## src/rtl/mcs_pkg.sv

```systemverilog
package mcs_pkg;
  localparam int NSRC = 3;
  localparam int CW   = 8;
  localparam int AW   = 2;

  localparam logic [CW-1:0] SRC_CODES [NSRC] = '{8'hE1, 8'hB4, 8'hD2};
  localparam int RST_IDX = 0;

  localparam logic [AW-1:0] A_TGT  = 2'd0;
  localparam logic [AW-1:0] A_CTL  = 2'd1;
  localparam logic [AW-1:0] A_STAT = 2'd2;

  localparam int CB_BUSY = 0;
  localparam int CB_FLAG = 1;
  localparam int CB_IE   = 2;
  localparam int CB_EXEC = 3;
endpackage

```

## src/rtl/mcs_codec.sv

```systemverilog
module mcs_codec #(
  parameter int NSRC = mcs_pkg::NSRC,
  parameter int CW   = mcs_pkg::CW
) (
  input  logic [CW-1:0]   code,
  output logic            valid,
  output logic [NSRC-1:0] onehot
);
  for (genvar g = 0; g < NSRC; g++) begin : g_cmp
    assign onehot[g] = (code == mcs_pkg::SRC_CODES[g]);
  end
  assign valid = |onehot;
endmodule

```

## src/rtl/mcs_core.sv

```systemverilog
module mcs_core #(
  parameter int NSRC = mcs_pkg::NSRC,
  parameter int CW   = mcs_pkg::CW
) (
  input  logic            clk,
  input  logic            rst,
  input  logic            wr_tgt,
  input  logic            wr_ctl,
  input  logic [CW-1:0]   wdata,
  input  logic            code_ok,
  input  logic [NSRC-1:0] code_oh,
  input  logic [NSRC-1:0] src_rdy,
  output logic [CW-1:0]   tgt_code_q,
  output logic [NSRC-1:0] tgt_oh_q,
  output logic [CW-1:0]   mst_code_q,
  output logic [NSRC-1:0] mst_oh_q,
  output logic            busy_q,
  output logic            flag_q,
  output logic            seen_q,
  output logic            ie_q
);
  import mcs_pkg::*;

  localparam logic [CW-1:0]   RST_CODE = SRC_CODES[RST_IDX];
  localparam logic [NSRC-1:0] RST_OH   = NSRC'(1) << RST_IDX;

  logic hw_set, abort, go, accept;

  assign accept = wr_tgt && !busy_q && code_ok;
  assign hw_set = busy_q && !seen_q && |(src_rdy & tgt_oh_q);
  assign abort  = wr_ctl && busy_q && !wdata[CB_BUSY];
  assign go     = wr_ctl && busy_q && wdata[CB_BUSY] && wdata[CB_EXEC] && seen_q;

  always_ff @(posedge clk) begin
    if (rst) begin
      tgt_code_q <= RST_CODE;
      tgt_oh_q   <= RST_OH;
      mst_code_q <= RST_CODE;
      mst_oh_q   <= RST_OH;
      busy_q     <= 1'b0;
      flag_q     <= 1'b0;
      seen_q     <= 1'b0;
      ie_q       <= 1'b0;
    end else begin
      if (accept) begin
        tgt_code_q <= wdata;
        tgt_oh_q   <= code_oh;
        busy_q     <= 1'b1;
        seen_q     <= 1'b0;
        flag_q     <= 1'b0;
      end
      if (wr_ctl) ie_q <= wdata[CB_IE];
      if (wr_ctl && !wdata[CB_FLAG]) flag_q <= 1'b0;
      if (hw_set) begin
        flag_q <= 1'b1;
        seen_q <= 1'b1;
      end
      if (abort) begin
        busy_q <= 1'b0;
        flag_q <= 1'b0;
      end else if (go) begin
        busy_q     <= 1'b0;
        flag_q     <= 1'b0;
        mst_code_q <= tgt_code_q;
        mst_oh_q   <= tgt_oh_q;
      end
    end
  end
endmodule

```

## src/rtl/mcs_outreg.sv

```systemverilog
module mcs_outreg #(
  parameter int NSRC = mcs_pkg::NSRC,
  parameter int CW   = mcs_pkg::CW,
  parameter int AW   = mcs_pkg::AW
) (
  input  logic            clk,
  input  logic            rst,
  input  logic [AW-1:0]   addr,
  input  logic [CW-1:0]   tgt_code,
  input  logic [NSRC-1:0] tgt_oh,
  input  logic [CW-1:0]   mst_code,
  input  logic [NSRC-1:0] mst_oh,
  input  logic            busy,
  input  logic            flag,
  input  logic            ie,
  output logic [CW-1:0]   rdata_o,
  output logic [NSRC-1:0] sel_o,
  output logic [NSRC-1:0] src_en_o,
  output logic            irq_o
);
  import mcs_pkg::*;

  localparam logic [NSRC-1:0] RST_OH = NSRC'(1) << RST_IDX;

  logic [CW-1:0] ctl_view, rd_mux;

  always_comb begin
    ctl_view = '0;
    ctl_view[CB_BUSY] = busy;
    ctl_view[CB_FLAG] = flag;
    ctl_view[CB_IE]   = ie;
  end

  always_comb begin
    case (addr)
      A_TGT:   rd_mux = tgt_code;
      A_CTL:   rd_mux = ctl_view;
      A_STAT:  rd_mux = mst_code;
      default: rd_mux = '0;
    endcase
  end

  always_ff @(posedge clk) begin
    if (rst) begin
      rdata_o  <= '0;
      sel_o    <= RST_OH;
      src_en_o <= RST_OH;
      irq_o    <= 1'b0;
    end else begin
      rdata_o  <= rd_mux;
      sel_o    <= mst_oh;
      src_en_o <= mst_oh | (busy ? tgt_oh : '0);
      irq_o    <= flag && ie;
    end
  end
endmodule

```

## src/rtl/mcs_switch_ctrl.sv

```systemverilog
module mcs_switch_ctrl #(
  parameter int NSRC = mcs_pkg::NSRC,
  parameter int CW   = mcs_pkg::CW,
  parameter int AW   = mcs_pkg::AW
) (
  input  logic            clk,
  input  logic            rst,
  input  logic            wr_en,
  input  logic [AW-1:0]   addr,
  input  logic [CW-1:0]   wdata,
  output logic [CW-1:0]   rdata_o,
  input  logic [NSRC-1:0] src_rdy_i,
  output logic [NSRC-1:0] src_en_o,
  output logic [NSRC-1:0] sel_o,
  output logic            irq_o
);
  import mcs_pkg::*;

  logic            code_ok;
  logic [NSRC-1:0] code_oh;
  logic [CW-1:0]   tgt_code_q, mst_code_q;
  logic [NSRC-1:0] tgt_oh_q, mst_oh_q;
  logic            busy_q, flag_q, seen_q, ie_q;
  logic            wr_tgt, wr_ctl;

  assign wr_tgt = wr_en && (addr == A_TGT);
  assign wr_ctl = wr_en && (addr == A_CTL);

  mcs_codec #(.NSRC(NSRC), .CW(CW)) u_codec (
    .code(wdata), .valid(code_ok), .onehot(code_oh)
  );

  mcs_core #(.NSRC(NSRC), .CW(CW)) u_core (
    .clk(clk), .rst(rst), .wr_tgt(wr_tgt), .wr_ctl(wr_ctl), .wdata(wdata),
    .code_ok(code_ok), .code_oh(code_oh), .src_rdy(src_rdy_i),
    .tgt_code_q(tgt_code_q), .tgt_oh_q(tgt_oh_q),
    .mst_code_q(mst_code_q), .mst_oh_q(mst_oh_q),
    .busy_q(busy_q), .flag_q(flag_q), .seen_q(seen_q), .ie_q(ie_q)
  );

  mcs_outreg #(.NSRC(NSRC), .CW(CW), .AW(AW)) u_out (
    .clk(clk), .rst(rst), .addr(addr),
    .tgt_code(tgt_code_q), .tgt_oh(tgt_oh_q),
    .mst_code(mst_code_q), .mst_oh(mst_oh_q),
    .busy(busy_q), .flag(flag_q), .ie(ie_q),
    .rdata_o(rdata_o), .sel_o(sel_o), .src_en_o(src_en_o), .irq_o(irq_o)
  );
endmodule

```

## config.mk

```make
export PLATFORM = sky130hd
export DESIGN_NAME = mcs_switch_ctrl
export DESIGN_NICKNAME = d
export VERILOG_FILES = /design/src/rtl/mcs_pkg.sv /design/src/rtl/mcs_codec.sv /design/src/rtl/mcs_core.sv /design/src/rtl/mcs_outreg.sv /design/src/rtl/mcs_switch_ctrl.sv
export SDC_FILE = /design/constraint.sdc
export NUM_CORES = 1
export LEC_CHECK = 0
export BUFFER_PORTS_ARGS = -buffer_cell sky130_fd_sc_hd__clkbuf_2
export CORE_UTILIZATION = 30
export DETAILED_ROUTE_END_ITERATION = 10
export SYNTH_ARGS = -nofsm -noshare
export SYNTH_HDL_FRONTEND = slang
export SYNTH_HIERARCHICAL = 1
export SYNTH_SLANG_ARGS = --single-unit
```

## constraint.sdc

```tcl
create_clock -name clk -period 1.9 [get_ports clk]
set_input_delay 0.095 -clock clk [delete_from_list [all_inputs] [get_ports clk]]
set_output_delay 0.095 -clock clk [all_outputs]
set_load 0.02 [all_outputs]
```

==> flow_summary.toml <==
[placement]
place_ws_ps = 280
dp.cells = 274
gp_congestion = 0.811
io_buffers = 30
post-dp-hpwl_um = 2570

[outcome]
status = "finished clean"

[clock_network]
cts_sinks = 41
post_cts.repair.setup_buffers = 0
root_buffer = "clkbuf_8"
path_clk_slew_ps = 70
cts_hold_buf = 0
cts_resized = 0
worstSkewPairLatency_ps = 290
tritoncts = "built"
numCtsBuffers = 5
clockBufferDepth = 2
ctsHtreeMaxLevel = 2

[timing]
hold_viol_final = 0
worstMarginPinSlew_ps = 508
grt_setup_unrepaired = "no"
maxSlewViolCount = 0
fin_crit_sh_pct = 69.3
max_slew_margin_pct = 66.0
finalSetupTns_ps = 0
skew_ps = 4.69
fin_hold_ws_ps = 54.7
finalSetupViolations = 0
worst_slack_ps = 582
post-route-min-period_ps = 1320
fmax_mhz = 759

[die]
fp-row-count = 27
die_x_um = 77.9
dieHeight_um = 77.9
coreArea_um2 = 5540
initial_utilization_pct = 31.2
die_area_um2 = 6080
ios = 31

[worst_setup_path]
worstPathCellList = "clkbuf_2, and4bb_1, and3_4, o21bai_1, nand3b_1, nand3_1, a21oi_1"
required_ps = 2070
start_kind = "input pin"
cpLargestDelayFamily = "simple AND/OR/NAND/NOR gates"
worst-path-max-fanout = 14
crit_slowest_cell = "nand3b_1"
worstPathArrival_ps = 1490
critPathBufInv = 1
critPathKind = "input pin to flop"
max_stage_delay_ps = 400
cp-end-kind = "flop"

[final_layout]
fillCellCount = 586
final_net_count = 225
stdcell_count = 281
syn_to_final_growth_pct = 17.0
n_antenna_cell = 0
final_layout_size_suffix_gt1_share_pct = 31.6

[grt]
grt_max_degree = 25
grt_pass1_vias = 1258
antenna_found_initial = 0
grt_pass1_wl_um = 6150
overflow = 0
grt.total_usage_pct = 13.4

[power]
combPwrFrac_pct = 7.1
clkPwrFrac_pct = 36.5
vdd_drop_max_mv = 0.261
seqPwrFrac_pct = 56.4
p_int_uw = 1200
swShare_pct = 22.4
powerDensity_nw_per_um2 = 761
total_power_uw = 1540
p_leak_uw = 0.000815
power_switching_uw = 345

[route]
drtIter0Drc = 83
post_drt_wl_per_cell_um = 12.8
first_pass_iters = 4
vias_per_cell = 4.76
drt-total-wl_um = 3610
vias = 1338
ant_nets = 0
post-route-drc-count = 0

[yosys]
ys.flop_type = "dfxtp_1"
synth_cell_types = 42
ys_ff_latch = 41
synth_nets = 192
synthArstFlopShare_pct = 0
postSynthCellCount = 176
syn_area_per_cell_um2 = 9.83
synth-seq-area-share_pct = 47.4
synth-edff-count = 0
synthesis.area_um2 = 1730
yosysWarnings = 6

[hold_path]
hp-class = "input pin to flop"

[run]
drv_cap = 0
[final cells by class]
cell class                      count  area [um2]  area share (%)
Tap cell                           72        90.1            4.45
Clock buffer                        7        86.3            4.26
Multi-Input combinational cell    123         828            40.9
Sequential cell                    41         821            40.5
Inverter                            3        11.3           0.556
Timing Repair Buffer               35         188            9.27
[per-stage QoR]
| stage | cell area, um2 | util [%] |
|---|---|---|
| 2_1_floorplan | 1730 | - |
| 3_3_place_gp | 1940 | 35.0 |
| 3_5_place_dp | 1940 | 35.0 |
| 4_1_cts | 2020 | 36.5 |
| 5_1_grt | 2020 | 36.5 |
| 6_report | 2020 | 36.5 |
[cell families after synthesis]
kind of cell / after synthesis / synth area share, %
DFF: 41 / 47.4
buffers and inverters: 12 / 4.70
muxes: 6 / 3.47
and+or+nand+nor: 76 / 27.9
AOI/OAI and AO/OA: 41 / 16.5
[power by group through the flow]
| stage | registers [uW] | clock network (uW) | logic, uW |
|---|---|---|---|
| 3_3_place_gp | 889 | 0 | 110 |
| 4_1_cts | 869 | 584 | 110 |
| 2_1_floorplan | 897 | 0 | 56.6 |
| 6_report | 869 | 563 | 109 |
| 5_1_grt | 870 | 635 | 118 |
| 3_5_place_dp | 889 | 0 | 110 |
[flip-flops by register name (all words and copies together), names as in the netlist, 3 cells and up]
name	cells
u_core/mst_code_q	8
u_core/tgt_code_q	8
u_out/rdata_o	8
u_core/mst_oh_q	3
u_core/tgt_oh_q	3
u_out/sel_o	3
u_out/src_en_o	3
[final timing paths]
kind                     endpoint  slack, ps                from  cells past startpoint
max                 u_core/flag_q        580            wdata[1]                      7
max reg2reg    u_core/mst_oh_q[0]        600       u_core/busy_q                      3
min reg2reg    u_core/mst_oh_q[0]        460  u_core/mst_oh_q[0]                      1
min          u_core/tgt_code_q[7]         50            wdata[7]                      3
[worst min-delay path: stages]
cell      delay [ps]
clkbuf_2         100
nand2_1           50
nand3_1           70
[cells in the mapped netlist (2+ instances only)]
cell type / n / area [um2]
a211o_1: 5 / 43.8
clkbuf_1: 2 / 7.51
mux2i_1: 6 / 60.1
nand3b_1: 2 / 15.0
and4bb_2: 2 / 25.0
nand2_1: 24 / 90.1
dfxtp_1: 41 / 821
nor2_1: 5 / 18.8
and3_1: 3 / 18.8
nand3_1: 11 / 55.1
inv_1: 3 / 11.3
o21ai_0: 7 / 35.0
buf_2: 3 / 15.0
a211oi_2: 6 / 75.1
a21oi_1: 17 / 85.1
nor2b_1: 7 / 43.8
nor3_2: 5 / 50.1
nand2b_4: 2 / 27.5
and3_2: 2 / 15.0
[cells in the final DEF (no fill, tap or decap), drive strengths merged, types with 5 or more instances in the layout]
cell type   n
clkbuf     37
mux2i       6
nor3        5
and3        6
a211oi      6
nand3      11
nor2b       8
nor2        5
a21oi      17
nand2      25
a211o       5
buf         5
dfxtp      41
o21ai       7
[metal layers]
metal / vias to the layer above / track usage [%] / routed length [um]
met5: - / 0 / 0
met4: 0 / 6.67 / 67
met3: 4 / 4.47 / 172
met2: 33 / 19.6 / 1550
met1: 605 / 17.5 / 1820
li1: 696 / - / -
(Power assumes the default switching activity.)
